**config.mk**
```make
export PLATFORM = sky130hd
export DESIGN_NAME = flag_alu
export DESIGN_NICKNAME = d
export VERILOG_FILES = /design/src/rtl/flag_alu_pkg.sv /design/src/rtl/flag_alu_addsub.sv /design/src/rtl/flag_alu_bitlogic.sv /design/src/rtl/flag_alu_cond.sv /design/src/rtl/flag_alu.sv
export SDC_FILE = /design/constraint.sdc
export NUM_CORES = 1
export LEC_CHECK = 0
export BUFFER_PORTS_ARGS = -buffer_cell sky130_fd_sc_hd__buf_2
export CORE_UTILIZATION = 30
export DETAILED_ROUTE_END_ITERATION = 8
export RECOVER_POWER = 25
export SYNTH_ARGS = -nofsm -noshare
export SYNTH_HDL_FRONTEND = slang
export SYNTH_SLANG_ARGS = --single-unit
```
**constraint.sdc**
```tcl
create_clock -name clk -period 9.31 [get_ports clk]
set_input_delay 1.862 -clock clk [delete_from_list [all_inputs] [get_ports clk]]
set_output_delay 1.862 -clock clk [all_outputs]
set_load 0.05 [all_outputs]
```
**src/rtl/flag_alu_pkg.sv**
```systemverilog
package flag_alu_pkg;

    localparam int DATA_W   = 32;
    localparam int NARROW_W = 8;
    localparam int OP_W     = 5;
    localparam int COND_W   = 4;

    typedef enum logic [OP_W-1:0] {
        OP_ADD = 5'd0,
        OP_ADC = 5'd1,
        OP_SUB = 5'd2,
        OP_SBB = 5'd3,
        OP_CMP = 5'd4,
        OP_AND = 5'd5,
        OP_OR  = 5'd6,
        OP_XOR = 5'd7,
        OP_TST = 5'd8,
        OP_INC = 5'd9,
        OP_DEC = 5'd10,
        OP_NEG = 5'd11,
        OP_BT  = 5'd12,
        OP_BTS = 5'd13,
        OP_BTR = 5'd14,
        OP_BTC = 5'd15,
        OP_CLC = 5'd16,
        OP_STC = 5'd17,
        OP_CMC = 5'd18
    } op_e;

    typedef enum logic [COND_W-1:0] {
        CC_OV   = 4'd0,
        CC_NOV  = 4'd1,
        CC_CY   = 4'd2,
        CC_NCY  = 4'd3,
        CC_EQ   = 4'd4,
        CC_NE   = 4'd5,
        CC_ULE  = 4'd6,
        CC_UGT  = 4'd7,
        CC_NEG  = 4'd8,
        CC_POS  = 4'd9,
        CC_ALW  = 4'd10,
        CC_NEV  = 4'd11,
        CC_SLT  = 4'd12,
        CC_SGE  = 4'd13,
        CC_SLE  = 4'd14,
        CC_SGT  = 4'd15
    } cond_e;

    typedef struct packed {
        logic s;
        logic z;
        logic o;
        logic c;
    } flags_t;

endpackage

```
**src/rtl/flag_alu_addsub.sv**
```systemverilog
module flag_alu_addsub
    import flag_alu_pkg::*;
#(
    parameter int W  = DATA_W,
    parameter int NW = NARROW_W
) (
    input  logic [W-1:0] a,
    input  logic [W-1:0] b,
    input  logic         cin,
    input  logic         sub,
    input  logic         narrow,
    output logic [W-1:0] res,
    output logic         cout,
    output logic         ovf,
    output logic         msb
);

    logic [W:0] am;
    logic [W:0] bm;
    logic [W:0] full;
    logic       sa;
    logic       sb;

    always_comb begin
        am = narrow ? {{(W+1-NW){1'b0}}, a[NW-1:0]} : {1'b0, a};
        bm = narrow ? {{(W+1-NW){1'b0}}, b[NW-1:0]} : {1'b0, b};
        if (sub) begin
            full = am - bm - {{W{1'b0}}, cin};
        end else begin
            full = am + bm + {{W{1'b0}}, cin};
        end
        res  = narrow ? {{(W-NW){1'b0}}, full[NW-1:0]} : full[W-1:0];
        cout = narrow ? full[NW] : full[W];
        msb  = narrow ? full[NW-1] : full[W-1];
        sa   = narrow ? a[NW-1] : a[W-1];
        sb   = narrow ? b[NW-1] : b[W-1];
        if (sub) begin
            ovf = (sa != sb) && (msb != sa);
        end else begin
            ovf = (sa == sb) && (msb != sa);
        end
    end

endmodule

```
**src/rtl/flag_alu_bitlogic.sv**
```systemverilog
module flag_alu_bitlogic
    import flag_alu_pkg::*;
#(
    parameter int W  = DATA_W,
    parameter int NW = NARROW_W
) (
    input  op_e          op,
    input  logic [W-1:0] a,
    input  logic [W-1:0] b,
    input  logic         narrow,
    output logic [W-1:0] res,
    output logic         msb,
    output logic         sel_bit
);

    localparam int IW  = $clog2(W);
    localparam int NIW = $clog2(NW);

    logic [IW-1:0] idx;
    logic [W-1:0]  onehot;
    logic [W-1:0]  keep;
    logic [W-1:0]  raw;

    assign idx = narrow ? {{(IW-NIW){1'b0}}, b[NIW-1:0]} : b[IW-1:0];

    for (genvar i = 0; i < W; i++) begin : g_sel
        assign onehot[i] = (idx == IW'(i));
    end

    assign keep    = narrow ? {{(W-NW){1'b0}}, {NW{1'b1}}} : {W{1'b1}};
    assign sel_bit = |(a & onehot);

    always_comb begin
        unique case (op)
            OP_OR:   raw = a | b;
            OP_XOR:  raw = a ^ b;
            OP_BTS:  raw = a | onehot;
            OP_BTR:  raw = a & ~onehot;
            OP_BTC:  raw = a ^ onehot;
            default: raw = a & b;
        endcase
        res = raw & keep;
        msb = narrow ? res[NW-1] : res[W-1];
    end

endmodule

```
**src/rtl/flag_alu_cond.sv**
```systemverilog
module flag_alu_cond
    import flag_alu_pkg::*;
(
    input  flags_t              fl,
    input  logic [COND_W-1:0]   cond,
    output logic                taken
);

    logic lt;

    always_comb begin
        lt = fl.s ^ fl.o;
        unique case (cond_e'(cond))
            CC_OV:  taken = fl.o;
            CC_NOV: taken = !fl.o;
            CC_CY:  taken = fl.c;
            CC_NCY: taken = !fl.c;
            CC_EQ:  taken = fl.z;
            CC_NE:  taken = !fl.z;
            CC_ULE: taken = fl.c | fl.z;
            CC_UGT: taken = !(fl.c | fl.z);
            CC_NEG: taken = fl.s;
            CC_POS: taken = !fl.s;
            CC_ALW: taken = 1'b1;
            CC_NEV: taken = 1'b0;
            CC_SLT: taken = lt;
            CC_SGE: taken = !lt;
            CC_SLE: taken = fl.z | lt;
            CC_SGT: taken = !(fl.z | lt);
        endcase
    end

endmodule

```
**src/rtl/flag_alu.sv**
```systemverilog
module flag_alu
    import flag_alu_pkg::*;
#(
    parameter int W  = DATA_W,
    parameter int NW = NARROW_W
) (
    input  logic              clk,
    input  logic              rst_n,
    input  logic              op_valid,
    input  logic [OP_W-1:0]   op_code,
    input  logic              byte_mode,
    input  logic [W-1:0]      dst_val,
    input  logic [W-1:0]      src_val,
    input  logic [COND_W-1:0] cond_sel,
    output logic [W-1:0]      result,
    output logic              result_we,
    output logic [3:0]        flags,
    output logic              taken
);

    op_e          op;
    flags_t       fl_q;
    flags_t       fl_d;
    logic [W-1:0] res_q;
    logic [W-1:0] res_d;
    logic         we_q;
    logic         we_d;

    logic [W-1:0] as_a;
    logic [W-1:0] as_b;
    logic         as_cin;
    logic         as_sub;
    logic [W-1:0] as_res;
    logic         as_cout;
    logic         as_ovf;
    logic         as_msb;

    logic [W-1:0] lg_res;
    logic         lg_msb;
    logic         lg_bit;

    assign op = op_e'(op_code);

    // Operand steering for the shared adder/subtractor
    always_comb begin
        as_a   = dst_val;
        as_b   = src_val;
        as_cin = 1'b0;
        as_sub = 1'b0;
        unique case (op)
            OP_ADC: as_cin = fl_q.c;
            OP_SUB, OP_CMP: as_sub = 1'b1;
            OP_SBB: begin
                as_sub = 1'b1;
                as_cin = fl_q.c;
            end
            OP_INC: as_b = {{(W-1){1'b0}}, 1'b1};
            OP_DEC: begin
                as_b   = {{(W-1){1'b0}}, 1'b1};
                as_sub = 1'b1;
            end
            OP_NEG: begin
                as_a   = '0;
                as_b   = dst_val;
                as_sub = 1'b1;
            end
            default: ;
        endcase
    end

    flag_alu_addsub #(.W(W), .NW(NW)) u_addsub (
        .a      (as_a),
        .b      (as_b),
        .cin    (as_cin),
        .sub    (as_sub),
        .narrow (byte_mode),
        .res    (as_res),
        .cout   (as_cout),
        .ovf    (as_ovf),
        .msb    (as_msb)
    );

    flag_alu_bitlogic #(.W(W), .NW(NW)) u_bitlogic (
        .op      (op),
        .a       (dst_val),
        .b       (src_val),
        .narrow  (byte_mode),
        .res     (lg_res),
        .msb     (lg_msb),
        .sel_bit (lg_bit)
    );

    flag_alu_cond u_cond (
        .fl    (fl_q),
        .cond  (cond_sel),
        .taken (taken)
    );

    // Next-state selection: per-operation flag rules
    always_comb begin
        fl_d  = fl_q;
        res_d = res_q;
        we_d  = 1'b0;
        if (op_valid) begin
            unique case (op)
                OP_ADD, OP_ADC, OP_SUB, OP_SBB, OP_NEG: begin
                    res_d = as_res;
                    we_d  = 1'b1;
                    fl_d  = '{s: as_msb, z: (as_res == '0), o: as_ovf, c: as_cout};
                end
                OP_CMP: begin
                    fl_d = '{s: as_msb, z: (as_res == '0), o: as_ovf, c: as_cout};
                end
                OP_INC, OP_DEC: begin
                    res_d  = as_res;
                    we_d   = 1'b1;
                    fl_d.s = as_msb;
                    fl_d.z = (as_res == '0);
                    fl_d.o = as_ovf;
                end
                OP_AND, OP_OR, OP_XOR: begin
                    res_d = lg_res;
                    we_d  = 1'b1;
                    fl_d  = '{s: lg_msb, z: (lg_res == '0), o: 1'b0, c: 1'b0};
                end
                OP_TST: begin
                    fl_d = '{s: lg_msb, z: (lg_res == '0), o: 1'b0, c: 1'b0};
                end
                OP_BT: begin
                    fl_d.c = lg_bit;
                end
                OP_BTS, OP_BTR, OP_BTC: begin
                    res_d  = lg_res;
                    we_d   = 1'b1;
                    fl_d.c = lg_bit;
                end
                OP_CLC: fl_d.c = 1'b0;
                OP_STC: fl_d.c = 1'b1;
                OP_CMC: fl_d.c = !fl_q.c;
                default: ;
            endcase
        end
    end

    always_ff @(posedge clk or negedge rst_n) begin
        if (!rst_n) begin
            fl_q  <= '0;
            res_q <= '0;
            we_q  <= 1'b0;
        end else begin
            fl_q  <= fl_d;
            res_q <= res_d;
            we_q  <= we_d;
        end
    end

    assign result    = res_q;
    assign result_we = we_q;
    assign flags     = fl_q;

    // logic operations leave O and C cleared
    p_logic_clears_oc_r5: assert property (@(posedge clk) disable iff (!rst_n)
        (op_valid && (op == OP_AND || op == OP_OR || op == OP_XOR || op == OP_TST))
        |=> (flags[1:0] == 2'b00));

    // increment and decrement keep carry
    p_incdec_keeps_c_r6: assert property (@(posedge clk) disable iff (!rst_n)
        (op_valid && (op == OP_INC || op == OP_DEC)) |=> (flags[0] == $past(flags[0])));

    // compare and test do not write the destination
    p_cmp_nowrite_r4: assert property (@(posedge clk) disable iff (!rst_n)
        (op_valid && (op == OP_CMP || op == OP_TST)) |=> (!result_we && $stable(result)));

    // idle cycles hold all state
    p_idle_holds_r11: assert property (@(posedge clk) disable iff (!rst_n)
        !op_valid |=> ($stable(flags) && $stable(result) && !result_we));

    // clear-carry leaves C low and S, Z, O untouched
    p_clc_r8: assert property (@(posedge clk) disable iff (!rst_n)
        (op_valid && op == OP_CLC) |=> (!flags[0] && flags[3:1] == $past(flags[3:1])));

endmodule

```
==> results of run 1 <==
## sequential cells by signal, indices dropped and copies added, names as in the netlist
name / cells
flags: 4
result_we: 1
result: 32
## area by class of cell
type,instances,area share
clock buffers,6,0.01212
clock inverters,2,0.0009414
inverters,92,0.03248
multi-input cells,1236,0.7552
flip-flops and latches,37,0.08708
well taps,402,0.04731
repair buffers,130,0.06484
## report_power, final
group	switching, mW	internal, mW
logic	0.553	0.256
clock network	0.0631	0.0982
registers	0.0229	0.191
total	0.639	0.545
## cell usage after synthesis, types with 5 or more instances
library cell / instances
nand2_1: 183
a21oi_1: 178
nor2_1: 132
o21ai_0: 95
ha_1: 91
inv_1: 91
clkbuf_1: 80
xnor2_1: 39
dfrtp_1: 37
o211ai_1: 35
nand3_1: 34
xor2_1: 31
and3_1: 29
o221ai_1: 29
a31oi_1: 26
mux2i_1: 26
a22o_1: 24
nor3_1: 24
a21o_1: 23
a22oi_1: 19
nor2b_1: 15
and2_1: 14
nand2b_1: 13
a211oi_1: 12
nand4_1: 12
or3_1: 12
o21bai_1: 10
o22ai_1: 9
o31ai_1: 9
buf_1: 8
o21a_1: 8
a211o_1: 6
nor3b_1: 6
mux2_2: 5
## routing by layer
metal | vias to the layer above | part of all wire | global-route usage
li1 | 5402 | - | -
met1 | 5523 | 0.42 | 0.3322
met2 | 595 | 0.44 | 0.4082
met3 | 125 | 0.084 | 0.03366
met4 | 0 | 0.053 | 0.1214
met5 | - | 0 | 0
## stage by stage
step / utilization / hold WS (ns) / std cells
floorplan: - / 0.7457 / 1456
CTS: 0.3370 / 0.4729 / 1905
global placement: 0.3326 / 0.4566 / 1897
finish: 0.3370 / 0.4720 / 1905
global route: 0.3370 / 0.4805 / 1905
detailed placement: 0.3326 / 0.4607 / 1897
## kinds of logic (layout without fill, tap and decap cells)
kind of cell | after synthesis | count (layout) | share of synthesized area
flops | 37 | 37 | 0.09624
xor+xnor | 70 | 70 | 0.06373
compound gates | 533 | 533 | 0.3577
fa+ha+maj | 95 | 95 | 0.1267
buf+inv | 183 | 230 | 0.07309
mux | 32 | 32 | 0.03446
simple gates | 506 | 506 | 0.2481
## worst paths after layout
| path | start | to | slack, ns | cells past startpoint |
|---|---|---|---|---|
| max in group asynchronous | rst_n | result[27] | 6.03 | 1 |
| hold / removal | result[31] | result[31] | 0.47 | 2 |
| hold reg to reg | result[31] | result[31] | 0.47 | 2 |
| setup / recovery | op_code[0] | result[29] | 2.31 | 18 |
| min in group asynchronous | rst_n | result_we | 2.14 | 1 |
| setup reg to reg | flags[0] | flags[2] | 4.53 | 16 |
## worst max-delay path, stage by stage
cell,delay [ns]
buf_2,0.25
nor2b_1,0.35
nand3_1,0.12
buf_4,0.26
nor2_1,0.76
a22o_1,0.31
ha_1,0.32
nand2_1,0.20
o21a_1,0.18
o32ai_1,0.10
a211oi_1,0.53
a21oi_1,0.19
o41ai_1,0.60
o21ai_0,0.26
nor4b_1,0.34
a221o_1,0.30
a21oi_1,0.10
o21ai_1,0.13
==> run metrics, run 1 <==
Antenna Nets Post-Route 0; crit path DAT approximately 7 ns; share of the synthesized area in the top cell type 0.1184; Register Area 925.9 um2; via count 11.65k; die width between 150 and 200 um; Tot Pwr between 1 and 1.5 mW; most frequent cells in the layout nand2_1, a21oi_1, nor2_1, buf_2, o21ai_0; CTS tree yes; Setup crit start kind input pin; Final Setup Violations 0; status finished with violations; power per cell area roughly 110 mW/mm2; maxcap violations 1; first-pass GRT wire length 64290 um; # DRC 0; Worst-Skew Late Latency ~0.28 ns; CP max FO 30; core area between 0.03 and 0.04 mm2; Post-synth EDFFs 0; post-synthesis cell area ~0.0096 mm2; Mapped Cells between 1k and 1.5k; Hold Fails Final Rpt 0; Post-DP Area approximately 0.010 mm2; WL final ~43000 um; Die Span Y around 180 um; detailed placer's ending HPWL 34350 um; hold-fix buffers at CTS 0; CTS max path bufs 2; pins over their slew limit 38; post_cts resized 0; CTS Sinks 37; leakage 4.681 nW; final net count 1674; fin area 0.01063 mm2; Yosys reg bits 37; fillers roughly 3.5k; fmax around 140 MHz; number of global-route vias before repair 10.66k; pre-CTS setup slack 2.166 ns; setup_tns 0 ns; area of the multi-input gates between 0.008 and 0.009 mm2; Most used DFF post-synth dfrtp_1; syn nets 1628; initial cell density of the core 0.3049; minimum clock period 6.997 ns; drt pass-1 iters 5; IO buf count about 110; largest net degree at the start of global routing 68; Yosys warning count 0; FFs w/ async S/R, synth 1.000; WL per Instance ~23 um; Area Growth Syn to Fin 10.52%; Crit Path Class in2reg; peak supply drop between 60 and 70 uV; post-synthesis sequential area ratio 0.09624; setup ws final 2.313 ns; clk slew on worst S/H paths ~0.060 ns; final worst-path cycle share 0.7516; CTS buffer count 5; most common cell after layout, fill and taps aside nand2_1; diode count 0; Relative slew margins -0.3195; Root Buffer clkbuf_16; Worst setup EP type flip-flop; # Post-CTS Setup Buffers 0; failing checks capacitance limit, slew limit; final global-route overflow total 0; Tightest Hold Check Type reg2reg; Core Rows between 60 and 70; gpl congestion ~0.99; Synth area leaders ha_1, dfrtp_1, a21oi_1, nand2_1, nor2_1; Initial DRC Count 1183; routed vias/inst a little over 6; # IOs 115; Setup Skew roughly 0.0029 ns; total track usage 0.2530; Synth area leader ha_1; Synth cell types 80; share of cells above drive strength 1 0.1051; initial antenna violation count 0; Worst Path Required 9.51 ns; worst slew pin tran between 1.5 and 2 ns; Die ar. between 0.03 and 0.04 mm2; htree depth 2; RSZ-0062 raised after global routing no; Mapped Avg Cell Area between 6 and 7 um2
(Power assumes the default switching activity.)
==> run 2: changes to the inputs <==
--- a/config.mk
+++ b/config.mk
@@ -5,6 +5,7 @@
 export SDC_FILE = /design/constraint.sdc
 export NUM_CORES = 1
 export LEC_CHECK = 0
+export ABC_AREA = 1
 export BUFFER_PORTS_ARGS = -buffer_cell sky130_fd_sc_hd__buf_2
 export CORE_UTILIZATION = 30
 export DETAILED_ROUTE_END_ITERATION = 8
==> constraint.sdc (replaced) <==
create_clock -name clk -period 7.1 [get_ports clk]
set_input_delay 1.42 -clock clk [delete_from_list [all_inputs] [get_ports clk]]
set_output_delay 1.42 -clock clk [all_outputs]
set_load 0.05 [all_outputs]
==> run 2 against run 1 <==
- the flow still finishes with violations (capacitance limit, slew limit)
- total power rose by 52%
- global-route usage grew 1.7 points
- clock-buffer cell count unchanged
- combinational power increased by 57%
- routed wire length increased by 22%
- die area grew 16%
- synthesized area rose by 16%
- clock power up 41%
- non-clock buffer count is 1 higher
- via count up 30%
- final cell count is 43% higher
- critical path type unchanged
==> run metrics, run 2 <==
Post-Synth Simple-Gate Area 0.4392 (+0.1911); Die ar. 0.03810 mm2 (+16%); Hold Fails Final Rpt 0 (unchanged); placed cells 2718 (+43%); Setup crit start kind input pin; CTS max path bufs 2 (unchanged); core area 0.03670 mm2 (+16%); hold-fix buffers at CTS 0 (unchanged); CP max FO 19 (-37%); Most used DFF post-synth dfrtp_1; leakage 6.655 nW (+42%); power per cell area 146.6 mW/mm2 (+32%); Tightest Hold Check Type reg2reg; Worst-Skew Late Latency 0.29 ns (about the same); peak supply drop 88.64 uV (+32%); Core Rows 70 (+7.7%); xor/xnor share of the synthesized area 0.005476 (-0.05825); Synth Area in Adders 0.1089 (-0.01782); CTS Sinks 37 (unchanged); via count 15.12k (+30%); post_cts resized 0 (unchanged); CTS buffer count 5 (unchanged); FFs w/ async S/R, synth 1.000 (unchanged); largest family of logic cells by synthesized area simple AND/OR/NAND/NOR gates; Critical Path Max Stage Delay 0.49 ns (-0.27 ns); largest net degree at the start of global routing 58 (-15%); Post-synth EDFFs 0 (unchanged); final worst-path cycle share 0.8932; IO buf count 114 (unchanged); Mapped Avg Cell Area 5.115 um2 (-23%); pins over their slew limit 38 (unchanged); RSZ-0062 raised after global routing no; compound-gate portion of the synthesized area 0.2168 (-0.1408); WL per Instance 19.42 um (-15%); fin cells 2726 (+43%); Crit-path slowest cell ha_1; Yosys reg bits 37 (unchanged); # Post-CTS Setup Buffers 0 (unchanged); total track usage 0.2704 (+0.01736); Worst Path Required 7.31 ns (-2.20 ns); drt pass-1 iters 6 (+1); status finished with violations; Initial DRC Count 1979 (+67%); worst path buffer plus inverter count 6 (+4); post-synthesis cell area 0.01120 mm2 (+16%); share of cells above drive strength 1 0.06776 (-0.03736); fmax approximately 160 MHz; initial cell density of the core 0.3051 (about the same); CTS tree yes; routed vias/inst 5.547 (-9.3%); max FFs per register 32 (unchanged); most common cell after layout, fill and taps aside nand2_1; Synth area leader nand2_1; share of the synthesized area in the top cell type 0.2260 (+0.1076); WL final 52940 um (+22%); Yosys warning count 0 (unchanged); multiplexer share of the synthesized area 0 (-0.03446); die width 195.2 um (+7.8%); Root Buffer clkbuf_16; Mapped Cells 2189 (+50%); Crit Path Class in2reg; Post-synth top cells nand2_1, inv_1, nor2_1, nand3_1, a21oi_1; Relative slew margins -0.5059 (-0.1864); fillers 4208 (+21%); # DRC 0 (unchanged); minimum clock period roughly 6.3 ns; worst slew pin tran 2.259 ns (+0.2796 ns); post-synthesis sequential area ratio 0.08270 (-0.01354); Synth cell types 42 (-48%); # IOs 115 (unchanged); failing checks capacitance limit, slew limit; initial antenna violation count 0 (unchanged); syn nets 2361 (+45%); most common cell in the netlist nand2_1; Area Growth Syn to Fin 9.857%; htree depth 2 (unchanged); detailed placer's ending HPWL 42760 um (+24%); gpl congestion 1.047 (+5.7%); Synth area leaders nand2_1, inv_1, ha_1, nand3_1, nor2_1; diode count 0 (unchanged); Antenna Nets Post-Route 0 (unchanged); final net count 2429 (+45%); Worst setup EP type flip-flop; clk slew on worst S/H paths 0.06 ns (about the same); most frequent cells in the layout nand2_1, inv_1, nor2_1, nand3_1, a21oi_1; first-pass GRT wire length 80810 um (+26%); Setup Skew 0.005405 ns (+0.002527 ns); CP delay by family, top simple AND/OR/NAND/NOR gates; Final Setup Violations 0 (unchanged); setup_tns 0 ns (unchanged); number of global-route vias before repair 14.17k (+33%); crit path DAT 6.55 ns (-0.65 ns); Most Frequent Cell on Critical Path nand2_1; final global-route overflow total 0 (unchanged); maxcap violations 1 (unchanged); Die Span Y 195.2 um (+7.8%)
-- run 2: cell types whose count changed after synthesis, sizes merged, moves of 20 or more --
| cell | previous run | this run |
|---|---|---|
| mux2i | 26 | 0 |
| o21ai | 96 | 154 |
| a31oi | 26 | 5 |
| and3 | 29 | 0 |
| nor2 | 132 | 254 |
| inv | 91 | 352 |
| nand2 | 183 | 675 |
| xnor2 | 39 | 1 |
| nand3 | 34 | 217 |
| clkbuf | 80 | 34 |
| a21o | 23 | 3 |
| buf | 11 | 36 |
| o221ai | 29 | 0 |
| xor2 | 31 | 6 |
-- run 2: cell type report --
type | instances | area [um2] | area share
clock buffer | 6 | 128.9 | 0.01048
clock inverter | 2 | 10.01 | 0.0008138
inverter | 353 | 1325 | 0.1077
multi-input combinational | 1729 | 8627 | 0.7014
sequential | 37 | 925.9 | 0.07528
tap | 468 | 585.6 | 0.04761
timing repair buffer | 131 | 696.9 | 0.05666
-- run 2: logic make-up after synthesis --
family                   Yosys count
AND/OR/NAND/NOR                 1199
AO/OA/AOI/OAI                    428
buffers and inverters            423
adder cells (fa/ha/maj)           95
flip-flops                        37
XOR/XNOR                           7
-- run 2: final timing paths --
kind	start	end	slack, ns	depth (start not counted)
worst max-delay path	op_code[3]	flags[2]	0.76	28
worst min-delay path	result[12]	result[12]	0.48	2
worst max register to register	flags[0]	flags[2]	3.01	18
worst min register to register	result[12]	result[12]	0.48	2
max in group asynchronous	rst_n	result[22]	4.01	1
min in group asynchronous	rst_n	result[11]	1.81	1
-- run 2: metal layers --
metal / wire, um / GRT usage
met1: 21960 / 0.3568
met2: 23290 / 0.4423
met3: 4882 / 0.03005
met4: 2807 / 0.1199
met5: 0 / 0
-- run 2: tightest hold or removal path, stage by stage, from the launching register on --
cell	delay [ns]
dfrtp_1	0.34
nand2_1	0.05
nand2_1	0.05
-- run 2: stage by stage --
stage | hold slack [ns] | instance area (um2) | utilization | total power, mW | setup WS (ns)
3_3_place_gp | 0.4628 | 12160 | 0.3314 | 1.540 | 0.5758
2_1_floorplan | 0.7600 | 11200 | - | 1.168 | 2.354
4_1_cts | 0.4805 | 12300 | 0.3352 | 1.775 | 0.8795
6_report | 0.4759 | 12300 | 0.3352 | 1.803 | 0.7584
3_5_place_dp | 0.4643 | 12160 | 0.3314 | 1.549 | 0.6416
5_1_grt | 0.5058 | 12300 | 0.3352 | 1.932 | 0.4723
-- run 2: power by group --
part / switching (mW) / internal, mW
combinational: 0.916 / 0.357
clock: 0.0979 / 0.129
sequential: 0.0417 / 0.260
